===== src/rtl/memclk_pkg.sv =====
package memclk_pkg;

    typedef enum logic [3:0] {
        CMD_NOP  = 4'd0,
        CMD_ACT  = 4'd1,
        CMD_RD   = 4'd2,
        CMD_RDA  = 4'd3,
        CMD_WR   = 4'd4,
        CMD_WRA  = 4'd5,
        CMD_PRE  = 4'd6,
        CMD_REF  = 4'd7,
        CMD_MRS  = 4'd8
    } mem_cmd_e;

    typedef enum logic [1:0] {
        ST_RUN     = 2'd0,
        ST_STOPPED = 2'd1,
        ST_EXIT    = 2'd2
    } gate_state_e;

endpackage


===== src/rtl/memclk_cmd_cost.sv =====
module memclk_cmd_cost
    import memclk_pkg::*;
#(
    parameter int BURST_LEN = 4,
    parameter int CAS_LAT   = 3,
    parameter int T_RCD     = 3,
    parameter int T_RP      = 3,
    parameter int T_WR      = 2,
    parameter int T_DAL     = 5,
    parameter int T_RFC     = 10,
    parameter int T_MRD     = 2,
    parameter int CW        = 6
) (
    input  logic [3:0]    cmd_i,
    output logic [CW-1:0] cost_o,
    output logic          access_o
);
    localparam int HALF_BL   = BURST_LEN / 2;
    localparam int RD_COST   = HALF_BL + CAS_LAT;
    localparam int RDA_PRE   = HALF_BL + T_RP;
    localparam int RDA_COST  = (RDA_PRE > RD_COST) ? RDA_PRE : RD_COST;
    localparam int WR_COST   = 1 + HALF_BL + T_WR;
    localparam int WRA_COST  = 1 + HALF_BL + T_DAL;

    always_comb begin
        access_o = 1'b1;
        cost_o   = '0;
        case (cmd_i)
            CMD_ACT: cost_o = CW'(T_RCD);
            CMD_RD:  cost_o = CW'(RD_COST);
            CMD_RDA: cost_o = CW'(RDA_COST);
            CMD_WR:  cost_o = CW'(WR_COST);
            CMD_WRA: cost_o = CW'(WRA_COST);
            CMD_PRE: cost_o = CW'(T_RP);
            CMD_REF: cost_o = CW'(T_RFC);
            CMD_MRS: cost_o = CW'(T_MRD);
            default: access_o = 1'b0;
        endcase
    end

endmodule


===== src/rtl/memclk_pulse_cnt.sv =====
module memclk_pulse_cnt #(
    parameter int CW = 6
) (
    input  logic          clk,
    input  logic          rst_n,
    input  logic          load_i,
    input  logic [CW-1:0] cost_i,
    input  logic          tick_i,
    output logic          zero_o
);
    logic [CW-1:0] cnt_d, cnt_q;

    always_comb begin
        cnt_d = cnt_q;
        if (load_i) begin
            cnt_d = (cost_i > cnt_q) ? cost_i : cnt_q;
        end else if (tick_i && cnt_q != '0) begin
            cnt_d = cnt_q - 1'b1;
        end
    end

    always_ff @(posedge clk) begin
        if (!rst_n) cnt_q <= '0;
        else        cnt_q <= cnt_d;
    end

    assign zero_o = (cnt_q == '0);

    // a reload never shortens the pending count
    assert_reload_keeps_max_R7: assert property (@(posedge clk) disable iff (!rst_n)
        load_i |=> (cnt_q >= $past(cost_i)) && (cnt_q >= $past(cnt_q)));

    // without a load the count never grows
    assert_no_growth_R11: assert property (@(posedge clk) disable iff (!rst_n)
        !load_i |=> cnt_q <= $past(cnt_q));

endmodule


===== src/rtl/memclk_stop_ctrl.sv =====
module memclk_stop_ctrl
    import memclk_pkg::*;
#(
    parameter int BURST_LEN = 4,
    parameter int CAS_LAT   = 3,
    parameter int T_RCD     = 3,
    parameter int T_RP      = 3,
    parameter int T_WR      = 2,
    parameter int T_DAL     = 5,
    parameter int T_RFC     = 10,
    parameter int T_MRD     = 2,
    parameter int T_EXIT    = 2
) (
    input  logic       clk,
    input  logic       rst_n,
    input  logic [3:0] cmd,
    input  logic       stop_req,
    input  logic       resume_req,
    input  logic       clk_stable,
    output logic       mclk_en,
    output logic       cmd_ready,
    output logic       freq_chg_ok
);
    localparam int COST_SUM = T_RFC + T_DAL + T_WR + BURST_LEN + CAS_LAT
                            + T_RP + T_RCD + T_MRD + 2;
    localparam int CW  = $clog2(COST_SUM);
    localparam int EXW = (T_EXIT < 2) ? 1 : $clog2(T_EXIT + 1);

    typedef struct packed {
        gate_state_e    state;
        logic           mclk_en;
        logic           ready;
        logic           freq_ok;
        logic [EXW-1:0] exit_cnt;
    } ctrl_regs_t;

    ctrl_regs_t    reg_d, reg_q;
    logic [CW-1:0] cost;
    logic          is_access;
    logic          load, tick, cnt_zero;

    memclk_cmd_cost #(
        .BURST_LEN(BURST_LEN), .CAS_LAT(CAS_LAT), .T_RCD(T_RCD), .T_RP(T_RP),
        .T_WR(T_WR), .T_DAL(T_DAL), .T_RFC(T_RFC), .T_MRD(T_MRD), .CW(CW)
    ) u_cost (
        .cmd_i    (cmd),
        .cost_o   (cost),
        .access_o (is_access)
    );

    memclk_pulse_cnt #(.CW(CW)) u_cnt (
        .clk    (clk),
        .rst_n  (rst_n),
        .load_i (load),
        .cost_i (cost),
        .tick_i (tick),
        .zero_o (cnt_zero)
    );

    always_comb begin
        reg_d = reg_q;
        load  = 1'b0;
        tick  = 1'b0;
        case (reg_q.state)
            ST_RUN: begin
                load = is_access;
                tick = !is_access;
                if (stop_req && !is_access && cnt_zero) begin
                    reg_d.state   = ST_STOPPED;
                    reg_d.mclk_en = 1'b0;
                    reg_d.ready   = 1'b0;
                    reg_d.freq_ok = 1'b1;
                end
            end
            ST_STOPPED: begin
                if (resume_req && clk_stable) begin
                    reg_d.state    = ST_EXIT;
                    reg_d.mclk_en  = 1'b1;
                    reg_d.freq_ok  = 1'b0;
                    reg_d.exit_cnt = EXW'(T_EXIT);
                end
            end
            ST_EXIT: begin
                if (reg_q.exit_cnt <= EXW'(1)) begin
                    reg_d.state    = ST_RUN;
                    reg_d.ready    = 1'b1;
                    reg_d.exit_cnt = '0;
                end else begin
                    reg_d.exit_cnt = reg_q.exit_cnt - 1'b1;
                end
            end
            default: reg_d.state = ST_RUN;
        endcase
    end

    always_ff @(posedge clk) begin
        if (!rst_n) begin
            reg_q.state    <= ST_RUN;
            reg_q.mclk_en  <= 1'b1;
            reg_q.ready    <= 1'b1;
            reg_q.freq_ok  <= 1'b0;
            reg_q.exit_cnt <= '0;
        end else begin
            reg_q <= reg_d;
        end
    end

    assign mclk_en     = reg_q.mclk_en;
    assign cmd_ready   = reg_q.ready;
    assign freq_chg_ok = reg_q.freq_ok;

    // the clock only falls after the pulse count drained under a request
    assert_stop_after_drain_R5: assert property (@(posedge clk) disable iff (!rst_n)
        $fell(mclk_en) |-> $past(cnt_zero) && $past(stop_req));

    // the stop cycle carries no access command
    assert_stop_on_nop_R6: assert property (@(posedge clk) disable iff (!rst_n)
        $fell(mclk_en) |-> $past(!is_access));

    // frequency change only with the clock halted
    assert_freq_only_stopped_R8: assert property (@(posedge clk) disable iff (!rst_n)
        freq_chg_ok |-> !mclk_en);

    // restart requires a stable clock report
    assert_resume_stable_R9: assert property (@(posedge clk) disable iff (!rst_n)
        $rose(mclk_en) |-> $past(resume_req && clk_stable));

    // ready never shown with the clock halted
    assert_ready_needs_clock_R10: assert property (@(posedge clk) disable iff (!rst_n)
        cmd_ready |-> mclk_en);

    // ready returns only after the clock already ran a cycle
    assert_ready_after_exit_R10: assert property (@(posedge clk) disable iff (!rst_n)
        $rose(cmd_ready) |-> $past(mclk_en));

endmodule


===== config.mk =====
export PLATFORM = sky130hd
export DESIGN_NAME = memclk_stop_ctrl
export DESIGN_NICKNAME = d
export VERILOG_FILES = /design/src/rtl/memclk_pkg.sv /design/src/rtl/memclk_cmd_cost.sv /design/src/rtl/memclk_pulse_cnt.sv /design/src/rtl/memclk_stop_ctrl.sv
export SDC_FILE = /design/constraint.sdc
export NUM_CORES = 1
export LEC_CHECK = 0
export ABC_AREA = 1
export BUFFER_PORTS_ARGS = -buffer_cell sky130_fd_sc_hd__buf_2
export CAP_MARGIN = 5
export CORE_ASPECT_RATIO = 1.2
export CORE_MARGIN = 5
export CORE_UTILIZATION = 51
export DETAILED_ROUTE_END_ITERATION = 16
export GPL_ROUTABILITY_DRIVEN = 0
export PLACE_DENSITY = 0.74
export SLEW_MARGIN = 30
export SYNTH_ARGS = -nofsm -noshare
export SYNTH_HDL_FRONTEND = slang
export SYNTH_SLANG_ARGS = --single-unit

===== constraint.sdc =====
create_clock -name clk -period 2.2 [get_ports clk]
set_input_delay 0.44 -clock clk [delete_from_list [all_inputs] [get_ports clk]]
set_output_delay 0.44 -clock clk [all_outputs]
set_load 0.01 [all_outputs]

==> impl_metrics.ini, run 1 <==
[placement]
port_buffers = 11
dpl.hpwl_um = 1710

[floorplan]
die_w_um = 50.0
pin_count = 12
dieHeight_um = 58.0
die-area_um2 = 2900
start_util_pct = 53.6
core_um2 = 1830
fp-row-count = 17

[power_and_ir_drop]
seq_power_share_pct = 25.8
switchingPower_uw = 700
power.total_uw = 1410
pwr-share-clk_pct = 10.0
p_comb_share_pct = 64.2
p_leak_uw = 0.000558
ir_drop_mv = 0.726
switching_share_pct = 49.5
p_int_uw = 714
powerDensity_nw_per_um2 = 1310

[clock_network]
insertion_delay_ns = 0.27
clock_path_buffers = 2
cts.clk_slew.worst_paths_ns = 0.07
clock_sink_count = 13
cts_buffers = 3
ctsHoldBuffers = 0
cts_setup_buffers = 0
cts-htree-levels = 1
cts_root_buf = clkbuf_4
cts_tree = yes
cts_resized = 0

[run_status]
status = finished, final reports clean

[min_path]
hp-class = input port to register
hold_path_depth = 4
min-delay-start = clk_stable
min_to = reg_q[5]

[yosys]
synth_area_um2 = 981
syn_nets = 162
synth.distinct_cells = 27
synthArstFlopShare_pct = 0
post-synth-top-count-cell = nand2_1
synthTopCellsByArea = dfxtp_1 27%, nand2_1 14%, nor2_1 8.8%
yosysWarnings = 0
ys_seq_area_share_pct = 26.5
yosysTopAreaCellShare_pct = 26.5
yosys-top-cells-count = 36 x nand2_1, 23 x nor2_1, 20 x inv_1
synth_top_area_cell = dfxtp_1
synth_ff_type = dfxtp_1
synth_edf_count = 0
synth.ff_latch_count = 13
syn_avg_cell_area_um2 = 6.67
synth_cells = 147

[setup_path]
slowest_delay_ns = 0.22
required_ns = 2.37
cp-start-kind = input port
r2r-end = u_cnt.cnt_q[1]
critPathArrivalTime_ns = 2.09
rrSetupSlack_ns = 0.59
crit_slowest_cell = a22oi_1
r2r_cells = 10
rr_startpoint = u_cnt.cnt_q[3]
worstPathCellList = buf_2 -> inv_2 -> nand2_2 -> inv_2 -> a22oi_1 -> nand2_1 -> inv_1 -> ha_1 -> nand2_1 -> o21ai_1 -> inv_1 -> nand2_1 -> o21ai_4 -> inv_2 -> nor2_1 -> nor2_1
worstPathMaxFanout = 4
crit_type = input port to register
critPathCaptureType = register

[drt]
route.detailed.drc = 0
wl_per_cell_um = 11.2
initialDrtViolationCount = 19
finalWirelength_um = 2010
via_count = 974
viasPerCell = 5.41
postRouteAntennaNets = 0
first_pass_iters = 4

[sta]
max-slew-margin-rel_pct = 82.3
layout_min_cycle_time_ns = 1.92
worst_clock_skew_ns = 0.000878
slew_viol_final = 0
worst_pin_slew_ns = 0.265
rsz0062_at_grt = false
setup_viol = 0
period_share_pct = 87.4
fmax_mhz = 520
hold_viol = 0
finalSetupTns_ns = 0

[global_routing]
grt_use_total_pct = 15.3
grt_pass1_wl_um = 3570
grt_max_degree = 10
grt_pass1_vias = 921
antenna_found_initial = 0
overflow = 0

[finish]
fin_nets = 177
drive_above_1_share_pct = 19.3
area_growth_pct = 9.95
antenna_cells = 0

[flow_run]
max_cap_violations = 0
[worst max path at each step]
| stage | from | to | slack (ns) | cells after the start |
|---|---|---|---|---|
| global route | cmd[3] | u_cnt.cnt_q[1] | 0.13 | 16 |
| CTS | cmd[3] | u_cnt.cnt_q[1] | 0.31 | 16 |
| detailed placement | cmd[3] | u_cnt.cnt_q[1] | 0.02 | 16 |
| floorplan | cmd[3] | u_cnt.cnt_q[2] | 0.41 | 15 |
| finish | cmd[3] | u_cnt.cnt_q[1] | 0.28 | 16 |
| global placement | cmd[3] | u_cnt.cnt_q[1] | 0.08 | 16 |
[layout make-up]
type	instances	area [µm²]
Fill cell	180	751
Clock buffer	4	26.3
Tap cell	19	23.8
Timing Repair Buffer	11	55.1
Multi-Input combinational cell	108	617
Inverter	25	96.3
Sequential cell	13	260
[placed cells by master (no fill, tap or decap)]
cell,instances
a21oi_1,8
xor2_1,2
nand3_1,11
nor2_4,1
o21ai_1,1
inv_1,20
nor3_1,1
nand2_4,2
ha_1,6
o21bai_2,1
clkbuf_1,1
nand3_4,2
o21ai_0,4
o211ai_1,1
buf_2,11
nand3_2,1
nand2_2,2
inv_4,1
dfxtp_1,13
nor2_8,1
nor2_1,23
a21oi_2,1
clkbuf_4,3
nand2_1,36
nand3b_1,1
o31ai_1,1
inv_2,4
a22oi_1,1
o21ai_4,1
[state kept, by name, indices dropped and copies added (netlist names)]
register,count
freq_chg_ok,1
reg_q,4
u_cnt.cnt_q,6
mclk_en,1
cmd_ready,1
[metal layers]
layer | up-vias | routed length (µm) | GRT usage (%)
met5 | - | 0 | 0
met4 | 0 | 65 | 8.61
met3 | 8 | 108 | 3.34
met2 | 31 | 1010 | 27.5
met1 | 446 | 823 | 15.9
li1 | 489 | - | -
[power groups by stage]
stage	combinational, µW	sequential (µW)	clock, µW
after detailed placement	901	370	0
final	908	364	141
after CTS	908	365	147
after global placement	880	368	0
after floorplan	719	364	0
after global routing	1020	373	160
[critical path: cells and delay by family]
kind,cells,cell delay (ns)
compound gates,3,0.47
fa+ha+maj,1,0.21
buf+inv,6,0.46
simple gates,6,0.51
[cells by family after synthesis]
kind of cell,Yosys count,share of synthesized area (%)
adder cells (fa/ha/maj),6,7.65
AO/OA/AOI/OAI,19,12.6
flip-flops,13,26.5
AND/OR/NAND/NOR,81,40.8
XOR/XNOR,2,1.79
buffers and inverters,26,10.6
[per-stage QoR]
step           instances  cell area (µm²)  util, %  hold slack (ns)  setup WS, ns
4_1_cts              180             1080     59.0            0.444         0.307
5_1_grt              180             1080     59.0            0.452         0.127
3_3_place_gp         176             1050     57.5            0.430        0.0807
6_report             180             1080     59.0            0.450         0.276
3_5_place_dp         176             1050     57.5            0.447        0.0189
2_1_floorplan        147              981        -            0.435         0.408
No activity file was read; power rests on OpenSTA's default activity.
==> inputs of run 2 (changes only) <==
- CORE_MARGIN: 5 -> 4
==> run 2 against run 1 <==
Wire length down 1.3%. Die area down 7.3%. Critical path type unchanged. Final cell count unchanged. Highest routed layer unchanged. First-iteration DRC count up 32%. Combinational power down 0.9%. Worst setup slack better by 0.012 ns. Largest power group unchanged. Via count down 1.1%. Clock-buffer cell count unchanged. Non-clock buffer count unchanged. Global-route usage up 2.0 points.
==> impl_metrics.ini, run 2 (synthesis gave the netlist of run 1 again) <==
[drt]
wl_per_cell_um = 11.0
viasPerCell = 5.35
via_count = 963
route.detailed.drc = 0
postRouteAntennaNets = 0
first_pass_iters = 4
finalWirelength_um = 1980
initialDrtViolationCount = 25

[floorplan]
dieHeight_um = 56.0
pin_count = 12
start_util_pct = 53.6
die-area_um2 = 2690
fp-row-count = 17
core_um2 = 1830
die_w_um = 48.0

[setup_path]
r2r_cells = 10
worstPathCellList = buf_2 -> inv_2 -> nand2_2 -> inv_2 -> a22oi_1 -> nand2_1 -> inv_1 -> ha_1 -> nand2_1 -> o21ai_1 -> inv_1 -> nand2_1 -> o21ai_4 -> inv_2 -> nor2_1 -> nor2_1
critPathCaptureType = register
rr_startpoint = u_cnt.cnt_q[3]
cp-start-kind = input port
crit_slowest_cell = ha_1
crit_start = cmd[3]
slowest_delay_ns = 0.22
critPathArrivalTime_ns = 2.08
crit_type = input port to register
r2r-end = u_cnt.cnt_q[3]
path_depth = 16
required_ns = 2.37
worst-path-buf-inv = 6
crit_family = simple AND/OR/NAND/NOR gates
worstPathMaxFanout = 4
rrSetupSlack_ns = 0.61

[finish]
fillerInstances = 184
most-common-layout-cells = 36 x nand2_1, 23 x nor2_1, 20 x inv_1
reg.largest.list = u_cnt.cnt_q: 6 flops, reg_q: 4 flops
antenna_cells = 0
top_register = u_cnt.cnt_q
fin_nets = 177
area_growth_pct = 9.95
layout.cells.non_filler = 180
drive_above_1_share_pct = 19.3
layout_commonest_cell = nand2_1
final_util_pct = 59.0
final_area_um2 = 1080
largest_register_ffs = 6

[sta]
hold_viol = 0
rsz0062_at_grt = false
fmax_mhz = 523
finalSetupTns_ns = 0
setup_slack_ns = 0.288
worst_pin_slew_ns = 0.257
period_share_pct = 86.9
max-slew-margin-rel_pct = 82.9
layout_min_cycle_time_ns = 1.91
worst_clock_skew_ns = 0.00558
slew_viol_final = 0
setup_viol = 0

[power_and_ir_drop]
ir_drop_mv = 0.724
p_leak_uw = 0.000558
switchingPower_uw = 693
p_int_uw = 714
powerDensity_nw_per_um2 = 1310
p_comb_share_pct = 63.9
seq_power_share_pct = 26.0
switching_share_pct = 49.2
pwr-share-clk_pct = 10.1

[placement]
place_area_um2 = 1050
port_buffers = 11
dp.cells = 176
dpl.hpwl_um = 1700
pre_cts_ws_ns = 0.0223

[clock_network]
cts_root_buf = clkbuf_4
cts_setup_buffers = 0
ctsHoldBuffers = 0
cts_resized = 0
cts_tree = yes
cts_buffers = 3
cts-htree-levels = 1
clock_path_buffers = 2
cts.clk_slew.worst_paths_ns = 0.08
clock_sink_count = 13
insertion_delay_ns = 0.27

[global_routing]
grt_pass1_wl_um = 3570
overflow = 0
grt_max_degree = 10
antenna_found_initial = 0
grt_pass1_vias = 912
grt_use_total_pct = 17.2

[min_path]
min-delay-start = clk_stable
hp-class = input port to register
hold_path_depth = 4
min_to = reg_q[5]

[flow_run]
max_cap_violations = 0

[run_status]
status = finished, final reports clean
-- run 2: cell counts in the layout (fill, tap and decap cells not counted) --
No cell type changed its count.
-- run 2: worst register-to-register path: cells and delay by family (launching register included) --
family                   cells  cell delay, ns
AO/OA/AOI/OAI                2            0.25
adder cells (fa/ha/maj)      1            0.32
buffers and inverters        3            0.23
flip-flops                   1            0.36
AND/OR/NAND/NOR              4            0.33
-- run 2: routing by layer --
layer  GRT usage, %  wire (µm)  up-vias
met5              0          0        -
met4           4.62         12        0
met3           2.91        109        2
met2           31.0       1070       28
met1           19.4        794      442
li1               -          -      491
-- run 2: how the worst max path moves through the flow --
stage | endpoint | slack (ns)
final | u_cnt.cnt_q[3] | 0.29
after global routing | u_cnt.cnt_q[1] | 0.08
after CTS | u_cnt.cnt_q[1] | 0.29
after detailed placement | u_cnt.cnt_q[1] | 0.02
after global placement | u_cnt.cnt_q[1] | 0.09
after floorplan | u_cnt.cnt_q[2] | 0.41
-- run 2: power groups by stage --
stage / Combinational [µW] / Sequential [µW] / Clock (µW)
final: 900 / 366 / 142
after global routing: 1020 / 375 / 156
after CTS: 904 / 365 / 144
after floorplan: 719 / 364 / 0
after global placement: 878 / 368 / 0
after detailed placement: 898 / 370 / 0
-- run 2: stage by stage --
stage | hold WS (ns) | total power, µW
2_1_floorplan | 0.435 | 1080
4_1_cts | 0.447 | 1410
3_5_place_dp | 0.458 | 1270
5_1_grt | 0.461 | 1550
3_3_place_gp | 0.429 | 1250
6_report | 0.454 | 1410
-- run 2: cell type report --
| cell class | instances | area, µm² | area share (%) |
|---|---|---|---|
| Clock buffer | 4 | 26.3 | 2.44 |
| Inverter | 25 | 96.3 | 8.93 |
| Multi-Input combinational cell | 108 | 617 | 57.2 |
| Sequential cell | 13 | 260 | 24.1 |
| Tap cell | 19 | 23.8 | 2.20 |
| Timing Repair Buffer | 11 | 55.1 | 5.10 |
==> inputs of run 3 (changes only) <==
- clock period: 2.2 -> 1.9 ns (I/O delays scaled with it)
==> run 3 against run 2 <==
Wire length increased by 6.3%. Core utilization increased by 2.3 points. Via count increased by 0.83%. Non-clock buffer count increased by 5. Global-route usage increased by 1.4 points. Clock-buffer cell count unchanged. Register-to-register slack got worse by 0.31 ns. Clock power increased by 13%. Cell area increased by 3.9%. Clock skew decreased by 0.0046 ns. Flip-flop and latch count unchanged.
==> impl_metrics.ini, run 3 (synthesis gave the netlist of run 1 again) <==
[run_status]
status = finished, final reports clean

[finish]
layout.cells.non_filler = 185
top_register = u_cnt.cnt_q
layout_commonest_cell = nand2_1
final_util_pct = 61.3
most-common-layout-cells = 36 x nand2_1, 23 x nor2_1, 20 x inv_1
reg.largest.list = u_cnt.cnt_q: 6 flops, reg_q: 4 flops
fin_nets = 182
area_growth_pct = 14.3
drive_above_1_share_pct = 22.3
fillerInstances = 171
antenna_cells = 0
largest_register_ffs = 6

[sta]
setup_viol = 0
worst_clock_skew_ns = 0.00102
period_share_pct = 94.9
layout_min_cycle_time_ns = 1.80
worst_pin_slew_ns = 0.268
max-slew-margin-rel_pct = 82.1
hold_viol = 0
fmax_mhz = 555
slew_viol_final = 0

[setup_path]
critPathArrivalTime_ns = 1.97
critPathCaptureType = register
crit_type = input port to register
worst-path-buf-inv = 5
crit_family = simple AND/OR/NAND/NOR gates
worstPathMaxFanout = 4
cp-start-kind = input port
worstPathCellList = buf_2 -> inv_2 -> nand2_2 -> nor2_1 -> o21bai_2 -> nand2_1 -> inv_1 -> ha_1 -> nand2_1 -> o21ai_1 -> inv_1 -> nand2_1 -> o21ai_4 -> inv_2 -> nor2_1 -> nor2_1
slowest_delay_ns = 0.26
required_ns = 2.06
crit_slowest_cell = ha_1

[global_routing]
grt_pass1_wl_um = 3720
grt_max_degree = 10
overflow = 0
grt_pass1_vias = 950
antenna_found_initial = 0
grt_use_total_pct = 18.6

[drt]
via_count = 971
viasPerCell = 5.25
initialDrtViolationCount = 11
wl_per_cell_um = 11.4
postRouteAntennaNets = 0
finalWirelength_um = 2110
first_pass_iters = 4
route.detailed.drc = 0

[floorplan]
pin_count = 12
die-area_um2 = 2690
start_util_pct = 53.6
fp-row-count = 17
core_um2 = 1830
dieHeight_um = 56.0
die_w_um = 48.0

[clock_network]
cts_root_buf = clkbuf_4
ctsHoldBuffers = 0
insertion_delay_ns = 0.27
cts-htree-levels = 1
clock_path_buffers = 2
clock_sink_count = 13
cts_buffers = 3
cts.clk_slew.worst_paths_ns = 0.07
cts_tree = yes

[power_and_ir_drop]
p_leak_uw = 0.000582
powerDensity_nw_per_um2 = 1470
ir_drop_mv = 0.851

[min_path]
hp-class = input port to register

[placement]
dp.cells = 181
port_buffers = 11
dpl.hpwl_um = 1790

[flow_run]
max_cap_violations = 0
[run 3: cell types whose count changed in the layout (fill, tap and decap cells not counted)]
cell / previous run / this run
a22oi_2: 0 / 1
buf_4: 0 / 5
a22oi_1: 1 / 0
[run 3: through the flow]
stage	setup slack [ns]	instance area [µm²]	TNS, ns	power (µW)	hold slack [ns]
after floorplan	0.168	981	0	1250	0.435
after global placement	-0.0976	1090	-0.388	1450	0.429
after detailed placement	-0.227	1090	-1.08	1490	0.442
after CTS	0.0518	1120	0	1650	0.385
after global routing	-0.00902	1120	-0.00902	1830	0.391
final	0.0967	1120	0	1650	0.390
[run 3: cell type report]
class / count / area, µm² / area share, %
multi-input combinational: 108 / 622 / 55.5
sequential: 13 / 260 / 23.2
inverter: 25 / 96.3 / 8.59
timing repair buffer: 16 / 92.6 / 8.26
clock buffer: 4 / 26.3 / 2.34
tap: 19 / 23.8 / 2.12
[run 3: power by group]
group,internal (µW),total (µW),switching [µW]
logic,398,1060,666
clock network,81.3,160,78.7
registers,357,425,68.1
total,836,1650,813
[run 3: worst min-delay path: cells and delay by family]
kind            cells  cell delay [ns]
compound gates      1             0.05
simple gates        2             0.09
buf+inv             1             0.09
[run 3: final timing paths]
check | from | endpoint | slack (ns) | depth (start not counted)
hold reg to reg | freq_chg_ok | freq_chg_ok | 0.45 | 2
setup reg to reg | u_cnt.cnt_q[3] | u_cnt.cnt_q[3] | 0.30 | 10
hold / removal | clk_stable | reg_q[5] | 0.39 | 4
setup / recovery | cmd[3] | u_cnt.cnt_q[3] | 0.1 | 16
[run 3: repair_timing]
item / CTS / global route
buffers inserted: 0 / 0
gates resized for setup: 0 / 1
setup endpoints to repair: 0 / 5
[run 3: metal layers]
layer	global-route usage, %	vias to the layer above	part of all wire, %
li1	-	505	-
met2	33.3	28	54
met5	0	-	0
met3	4.21	9	5.5
met1	18.7	429	38
met4	8.85	0	3.2
